File: src/rtl/bb_pkg.sv
package bb_pkg;
   typedef enum logic [1:0] {
      SZ_BYTE = 2'd0,
      SZ_HALF = 2'd1,
      SZ_WORD = 2'd2,
      SZ_RSVD = 2'd3
   } size_e;

   typedef enum logic [2:0] {
      ST_IDLE,
      ST_RD_REQ,
      ST_RD_WAIT,
      ST_WR_REQ,
      ST_DONE
   } state_e;
endpackage

File: src/rtl/bb_region_dec.sv
module bb_region_dec #(
   parameter int unsigned       ADDR_W        = 32,
   parameter int unsigned       NUM_REGIONS   = 2,
   parameter logic [ADDR_W-1:0] REAL_BASE0    = 32'h2000_0000,
   parameter logic [ADDR_W-1:0] REGION_STRIDE = 32'h2000_0000,
   parameter logic [ADDR_W-1:0] ALIAS_GAP     = 32'h0200_0000,
   parameter int unsigned       WIN_LOG2      = 25,
   parameter int unsigned       SHIFT         = 5
) (
   input  logic [ADDR_W-1:0] alias_addr,
   output logic              hit,
   output logic [ADDR_W-1:0] real_addr
);
   localparam logic [ADDR_W-1:0] WIN_MASK = (ADDR_W'(1) << WIN_LOG2) - ADDR_W'(1);

   logic [NUM_REGIONS-1:0] hit_vec;
   logic [ADDR_W-1:0]      cand [NUM_REGIONS];

   if (WIN_LOG2 >= ADDR_W) begin : g_bad_win
      $error("window must be smaller than the address space");
   end
   if (NUM_REGIONS < 1) begin : g_bad_cnt
      $error("at least one region is required");
   end

   for (genvar r = 0; r < NUM_REGIONS; r++) begin : g_region
      localparam logic [ADDR_W-1:0] REAL_B  = REAL_BASE0 + ADDR_W'(r) * REGION_STRIDE;
      localparam logic [ADDR_W-1:0] ALIAS_B = REAL_B + ALIAS_GAP;
      assign hit_vec[r] = (alias_addr >> WIN_LOG2) == (ALIAS_B >> WIN_LOG2);
      assign cand[r]    = hit_vec[r] ? (REAL_B | ((alias_addr & WIN_MASK) >> SHIFT)) : '0;
   end

   always_comb begin
      real_addr = '0;
      for (int r = 0; r < NUM_REGIONS; r++) begin
         real_addr = real_addr | cand[r];
      end
   end

   assign hit = |hit_vec;
endmodule

File: src/rtl/bb_lane.sv
module bb_lane
   import bb_pkg::*;
#(
   parameter int unsigned ADDR_W = 32,
   parameter int unsigned DATA_W = 32
) (
   input  logic [ADDR_W-1:0]         real_addr,
   input  size_e                     size,
   input  logic [ADDR_W-1:0]         alias_addr,
   output logic [ADDR_W-1:0]         unit_addr,
   output logic [$clog2(DATA_W)-1:0] bit_idx
);
   localparam int unsigned IDX_W   = $clog2(DATA_W);
   localparam int unsigned SEL_LSB = $clog2(DATA_W / 8);

   logic [IDX_W-1:0]  idx_mask;
   logic [ADDR_W-1:0] align_mask;

   if (DATA_W < 32 || (DATA_W & (DATA_W - 1)) != 0) begin : g_bad_dw
      $error("data width must be a power of two of at least 32");
   end

   always_comb begin
      unique case (size)
         SZ_BYTE: begin
            idx_mask   = IDX_W'(7);
            align_mask = '0;
         end
         SZ_HALF: begin
            idx_mask   = IDX_W'(15);
            align_mask = ADDR_W'(1);
         end
         default: begin
            idx_mask   = IDX_W'(31);
            align_mask = ADDR_W'(3);
         end
      endcase
   end

   assign unit_addr = real_addr & ~align_mask;
   assign bit_idx   = alias_addr[SEL_LSB +: IDX_W] & idx_mask;
endmodule

File: src/rtl/bb_bitop.sv
module bb_bitop
   import bb_pkg::*;
#(
   parameter int unsigned DATA_W = 32
) (
   input  logic [DATA_W-1:0]         rdata,
   input  size_e                     size,
   input  logic [$clog2(DATA_W)-1:0] bit_idx,
   input  logic                      set_val,
   output logic                      bit_val,
   output logic [DATA_W-1:0]         new_unit
);
   logic [DATA_W-1:0] unit_mask;
   logic [DATA_W-1:0] sel;
   logic [DATA_W-1:0] unit;

   always_comb begin
      unique case (size)
         SZ_BYTE: unit_mask = DATA_W'(32'h0000_00FF);
         SZ_HALF: unit_mask = DATA_W'(32'h0000_FFFF);
         default: unit_mask = DATA_W'(32'hFFFF_FFFF);
      endcase
   end

   assign sel      = DATA_W'(1) << bit_idx;
   assign unit     = rdata & unit_mask;
   assign bit_val  = |(unit & sel);
   assign new_unit = set_val ? (unit | sel) : (unit & ~sel);
endmodule

File: src/rtl/bb_seq.sv
module bb_seq
   import bb_pkg::*;
#(
   parameter int unsigned ADDR_W = 32,
   parameter int unsigned DATA_W = 32
) (
   input  logic                      clk,
   input  logic                      rst_n,
   input  logic                      s_valid,
   input  logic                      s_write,
   input  logic                      s_wbit,
   input  logic                      hit,
   input  logic [ADDR_W-1:0]         unit_addr,
   input  size_e                     size,
   input  logic [$clog2(DATA_W)-1:0] bit_idx,
   input  logic                      m_ready,
   input  logic                      m_rvalid,
   input  logic                      bit_val,
   input  logic [DATA_W-1:0]         new_unit,
   output logic                      s_ready,
   output logic                      s_bit,
   output logic                      m_valid,
   output logic                      m_write,
   output logic [ADDR_W-1:0]         m_addr,
   output size_e                     size_q,
   output logic [$clog2(DATA_W)-1:0] idx_q,
   output logic                      wbit_q,
   output logic [DATA_W-1:0]         m_wdata,
   output state_e                    state
);
   logic              write_q;
   logic              bit_q;
   logic [ADDR_W-1:0] addr_q;
   logic [DATA_W-1:0] wdata_q;

   always_ff @(posedge clk) begin
      if (!rst_n) begin
         state   <= ST_IDLE;
         write_q <= 1'b0;
         wbit_q  <= 1'b0;
         bit_q   <= 1'b0;
         addr_q  <= '0;
         size_q  <= SZ_BYTE;
         idx_q   <= '0;
         wdata_q <= '0;
      end else begin
         unique case (state)
            ST_IDLE: begin
               if (s_valid) begin
                  addr_q  <= unit_addr;
                  size_q  <= size;
                  idx_q   <= bit_idx;
                  write_q <= s_write;
                  wbit_q  <= s_wbit;
                  bit_q   <= 1'b0;
                  state   <= hit ? ST_RD_REQ : ST_DONE;
               end
            end
            ST_RD_REQ: begin
               if (m_ready) state <= ST_RD_WAIT;
            end
            ST_RD_WAIT: begin
               if (m_rvalid) begin
                  bit_q   <= bit_val;
                  wdata_q <= new_unit;
                  state   <= write_q ? ST_WR_REQ : ST_DONE;
               end
            end
            ST_WR_REQ: begin
               if (m_ready) state <= ST_DONE;
            end
            default: state <= ST_IDLE;
         endcase
      end
   end

   assign s_ready = (state == ST_DONE);
   assign s_bit   = bit_q & ~write_q;
   assign m_valid = (state == ST_RD_REQ) || (state == ST_WR_REQ);
   assign m_write = (state == ST_WR_REQ);
   assign m_addr  = addr_q;
   assign m_wdata = wdata_q;
endmodule

File: src/rtl/bb_bitband_xlat.sv
module bb_bitband_xlat
   import bb_pkg::*;
#(
   parameter int unsigned       ADDR_W        = 32,
   parameter int unsigned       DATA_W        = 32,
   parameter int unsigned       NUM_REGIONS   = 2,
   parameter logic [ADDR_W-1:0] REAL_BASE0    = 32'h2000_0000,
   parameter logic [ADDR_W-1:0] REGION_STRIDE = 32'h2000_0000,
   parameter logic [ADDR_W-1:0] ALIAS_GAP     = 32'h0200_0000,
   parameter int unsigned       WIN_LOG2      = 25
) (
   input  logic              clk,
   input  logic              rst_n,
   input  logic              s_valid,
   output logic              s_ready,
   input  logic              s_write,
   input  logic [1:0]        s_size,
   input  logic [ADDR_W-1:0] s_addr,
   input  logic [DATA_W-1:0] s_wdata,
   output logic [DATA_W-1:0] s_rdata,
   output logic              m_valid,
   input  logic              m_ready,
   output logic              m_write,
   output logic [1:0]        m_size,
   output logic [ADDR_W-1:0] m_addr,
   output logic [DATA_W-1:0] m_wdata,
   input  logic              m_rvalid,
   input  logic [DATA_W-1:0] m_rdata
);
   localparam int unsigned IDX_W = $clog2(DATA_W);
   localparam int unsigned SHIFT = $clog2(DATA_W);

   logic              hit;
   logic [ADDR_W-1:0] real_addr;
   logic [ADDR_W-1:0] unit_addr;
   logic [IDX_W-1:0]  bit_idx;
   logic [IDX_W-1:0]  idx_q;
   size_e             size_q;
   logic              wbit_q;
   logic              bit_val;
   logic              s_bit;
   logic [DATA_W-1:0] new_unit;
   state_e            fsm_state;
   logic              wdata_unused;

   assign wdata_unused = ^s_wdata[DATA_W-1:1];

   bb_region_dec #(
      .ADDR_W(ADDR_W), .NUM_REGIONS(NUM_REGIONS), .REAL_BASE0(REAL_BASE0),
      .REGION_STRIDE(REGION_STRIDE), .ALIAS_GAP(ALIAS_GAP),
      .WIN_LOG2(WIN_LOG2), .SHIFT(SHIFT)
   ) u_dec (
      .alias_addr(s_addr), .hit(hit), .real_addr(real_addr)
   );

   bb_lane #(.ADDR_W(ADDR_W), .DATA_W(DATA_W)) u_lane (
      .real_addr(real_addr), .size(size_e'(s_size)), .alias_addr(s_addr),
      .unit_addr(unit_addr), .bit_idx(bit_idx)
   );

   bb_seq #(.ADDR_W(ADDR_W), .DATA_W(DATA_W)) u_seq (
      .clk(clk), .rst_n(rst_n), .s_valid(s_valid), .s_write(s_write),
      .s_wbit(s_wdata[0]), .hit(hit), .unit_addr(unit_addr),
      .size(size_e'(s_size)), .bit_idx(bit_idx), .m_ready(m_ready),
      .m_rvalid(m_rvalid), .bit_val(bit_val), .new_unit(new_unit),
      .s_ready(s_ready), .s_bit(s_bit), .m_valid(m_valid), .m_write(m_write),
      .m_addr(m_addr), .size_q(size_q), .idx_q(idx_q), .wbit_q(wbit_q),
      .m_wdata(m_wdata), .state(fsm_state)
   );

   bb_bitop #(.DATA_W(DATA_W)) u_bitop (
      .rdata(m_rdata), .size(size_q), .bit_idx(idx_q), .set_val(wbit_q),
      .bit_val(bit_val), .new_unit(new_unit)
   );

   assign m_size  = size_q;
   assign s_rdata = {{(DATA_W-1){1'b0}}, s_bit};
endmodule

File: config.mk
export PLATFORM = sky130hd
export DESIGN_NAME = bb_bitband_xlat
export DESIGN_NICKNAME = d
export VERILOG_FILES = /design/src/rtl/bb_pkg.sv /design/src/rtl/bb_region_dec.sv /design/src/rtl/bb_lane.sv /design/src/rtl/bb_bitop.sv /design/src/rtl/bb_seq.sv /design/src/rtl/bb_bitband_xlat.sv
export SDC_FILE = /design/constraint.sdc
export NUM_CORES = 1
export LEC_CHECK = 0
export BUFFER_PORTS_ARGS = -buffer_cell sky130_fd_sc_hd__buf_4
export CAP_MARGIN = 20
export CORE_ASPECT_RATIO = 1.2
export CORE_MARGIN = 10
export CORE_UTILIZATION = 45
export DETAILED_ROUTE_END_ITERATION = 10
export PLACE_DENSITY = 0.8
export SETUP_SLACK_MARGIN = 0.5
export SLEW_MARGIN = 10
export SYNTH_ARGS = -nofsm -noshare
export SYNTH_HDL_FRONTEND = slang
export SYNTH_SLANG_ARGS = --single-unit
File: constraint.sdc
create_clock -name clk -period 2.7 [get_ports clk]
set_clock_uncertainty 0.05 [all_clocks]
set_input_delay 0 -clock clk [delete_from_list [all_inputs] [get_ports clk]]
set_output_delay 0 -clock clk [all_outputs]
set_load 0.02 [all_outputs]
==> results.ini <==
[sta]
post-route-min-period_ns=2.01
fmax_mhz=496
drv_slew=0
holdWs_ns=0.0346
hold_violations=0
setup_viol=0
fin_crit_sh=0.746
rsz0062_at_grt=false
relSlewSlack=0.501
tns_ns=0
tightestPinTransition_ns=0.747

[layout]
fill_cells=743
area_growth_pct=39.4
final_nets=771
multi_input_area_sq_um=2140
register_area_sq_um=1340
fin_cells=790
final_cell_mix=142 x buf_4, 86 x nand2_1, 65 x dfxtp_1
drive_above_1_share=0.266
final_common_cell=buf_4

[global_routing]
grt-ovfl-total=0
antenna_found_initial=1
grt_pass1_vias=4253
grt.total_usage=0.199
grt_max_degree=64
grt_first_pass_wirelength_microns=21200

[cts]
clk_pin_slew_ns=0.07
cts_htree_levels=3
post_cts_buffers=0
tritoncts=built
cts_buffers=9
cts.path.max_buffers=2
clock_sinks=67
clock_latency_ns=0.35
cts-root-buf=clkbuf_8

[worst_setup_path]
crit_slowest_cell=dfxtp_1
r2r_start=u_seq.idx_q[2]
slowest_delay_ns=0.61
r2r-end=u_seq.bit_q
crit_family=simple AND/OR/NAND/NOR gates
crit_arrival_ns=2.24
start_kind=register
required_ns=2.93
cp_cell_sequence=buf_4, nor3b_4, a32o_1, nand2_1, and4b_1, a31oi_1
startpoint=u_seq.idx_q[2]
worst-r2r-cell-count=6
endpoint_kind=register
criticalPathCategory=reg -> reg
regToRegSetupSlack_ns=0.69
crit_fanout=13
critical_path_buf_inv_count=1

[drt]
wl_per_cell_microns=16.9
drt_first_pass_iters=4
drt-total-wl_microns=13400
top_layer=met4
antenna_left=0
wl_met2_microns=6470
drc=0
drt-initial-drc-count=246
viasPerCell=5.35
wl_met3_microns=1510
num_vias=4230
met1_length_microns=5110

[synthesis]
muxShareOfSynthArea=0.0264
synthFlopType=dfxtp_1
async_reset_ff_frac=0
avgSynthCellArea_sq_um=7.65
yosys_warnings=0
synth_cell_types=46
yosys_register_bits=67
synthAdderAreaFrac=0
syn_area_sq_um=3940
syn_inst=515
synth_simple_gate_area_frac=0.272
yosys.area_share.xor_xnor=0.00445
synth_compound_area_frac=0.197
ys_seq_area_frac=0.340
synth_top_family_by_area=simple AND/OR/NAND/NOR gates
synth_edf_count=0

[outcome]
status=finished clean

[hold_path]
hold_depth=5
hold_path_class=in -> reg
holdPathEnd=u_seq.idx_q[1]
min_from=s_valid

[run]
maxCapViolCount=0

[die]
die_width_microns=105
die_y_microns=123
rows=37
core_sq_um=8560
pin_count=205
dieArea_sq_um=12900
initial_utilization=0.460

[pwr]
ir_drop_uv=286
total_power_w=0.00250
powerDensity_nw_per_um2=456
total_leakage_power_nw=2.21

[placement]
place_inst=723
dp_hpwl_microns=9380
gp_congestion=0.914
port_buffers=130

[power by group]
group          leakage, nW  internal (W)  total [W]  switching (W)
Combinational         1.55      0.000189   0.000432       0.000243
Sequential           0.542      0.000999    0.00103      0.0000299
Clock                0.117      0.000640    0.00104       0.000402
Total                 2.21       0.00183    0.00250       0.000675
[registers in the layout (all words and copies together), names as in the netlist]
register       flops
u_seq.write_q      1
u_seq.bit_q        1
u_seq.size_q       2
u_seq.wbit_q       1
u_seq.m_wdata     32
u_seq.idx_q        5
u_seq.state        3
u_seq.m_addr      22
[cell usage after synthesis, types with 2 or more instances]
master,instances,area (sq um)
a211oi_1,22,165
a21oi_1,57,285
a311oi_1,14,123
a31oi_1,23,144
and2_1,2,12.5
and3b_2,4,40.0
buf_2,22,110
buf_4,49,368
buf_6,3,33.8
clkbuf_1,15,56.3
clkbuf_8,3,41.3
dfxtp_1,67,1340
inv_1,3,11.3
inv_2,2,7.51
mux2_2,3,33.8
mux2i_1,7,70.1
nand2_1,86,323
nand2b_1,3,18.8
nand3_1,41,205
nand3b_1,5,37.5
nand4_1,4,25.0
nand4b_1,4,35.0
nor2_1,40,150
nor2b_1,5,31.3
nor3_2,3,30.0
nor3b_1,2,15.0
nor3b_4,2,37.5
o21ai_0,3,15.0
o32a_1,2,20.0
or3_1,3,18.8
[worst max path at each step]
stage,end,cells after the start,slack (ns)
2_1_floorplan,u_seq.bit_q,6,1.13
3_3_place_gp,u_seq.bit_q,5,0.66
3_5_place_dp,u_seq.m_wdata[19],5,0.60
4_1_cts,u_seq.m_wdata[19],5,0.56
5_1_grt,u_seq.bit_q,6,0.55
6_report,u_seq.bit_q,6,0.69
[tightest hold or removal path, stage by stage]
cell and delay, ns:
buf_4 0.12, nand2b_4 0.08, nor3_4 0.07, nand2_1 0.07
a21oi_1 0.05
[what timing repair did]
item,in CTS,in global routing
resized for setup,0,2
setup endpoints to repair,0,5
hold buffers,49,0
hold endpoints to repair,48,0
[cell families after synthesis]
family,after synthesis
and+or+nand+nor,214
DFF,67
muxes,10
other,1
buffers and inverters,97
AOI/OAI and AO/OA,124
xor gates and xnor gates,2
[through the flow]
step	setup WS, ns	instance area [sq um]	util
floorplan	1.13	4090	-
global placement	0.656	4730	0.553
detailed placement	0.598	4730	0.553
CTS	0.561	5470	0.638
global route	0.551	5490	0.641
finish	0.685	5490	0.641
[area by class of cell]
class                   count  area share
diodes                      1    0.000456
clock buffers              12      0.0264
clock inverters             4      0.0178
inverters                   5     0.00342
multi-input cells         391       0.390
flip-flops and latches     67       0.245
well taps                 117      0.0267
repair buffers            193       0.291
[per-layer routing]
layer  up-vias  track usage
li1       2035            -
met1      1924        0.217
met2       248        0.338
met3        23       0.0818
met4         0       0.0765
met5         -            0
Note: power is estimated with default switching activity, not from simulation.
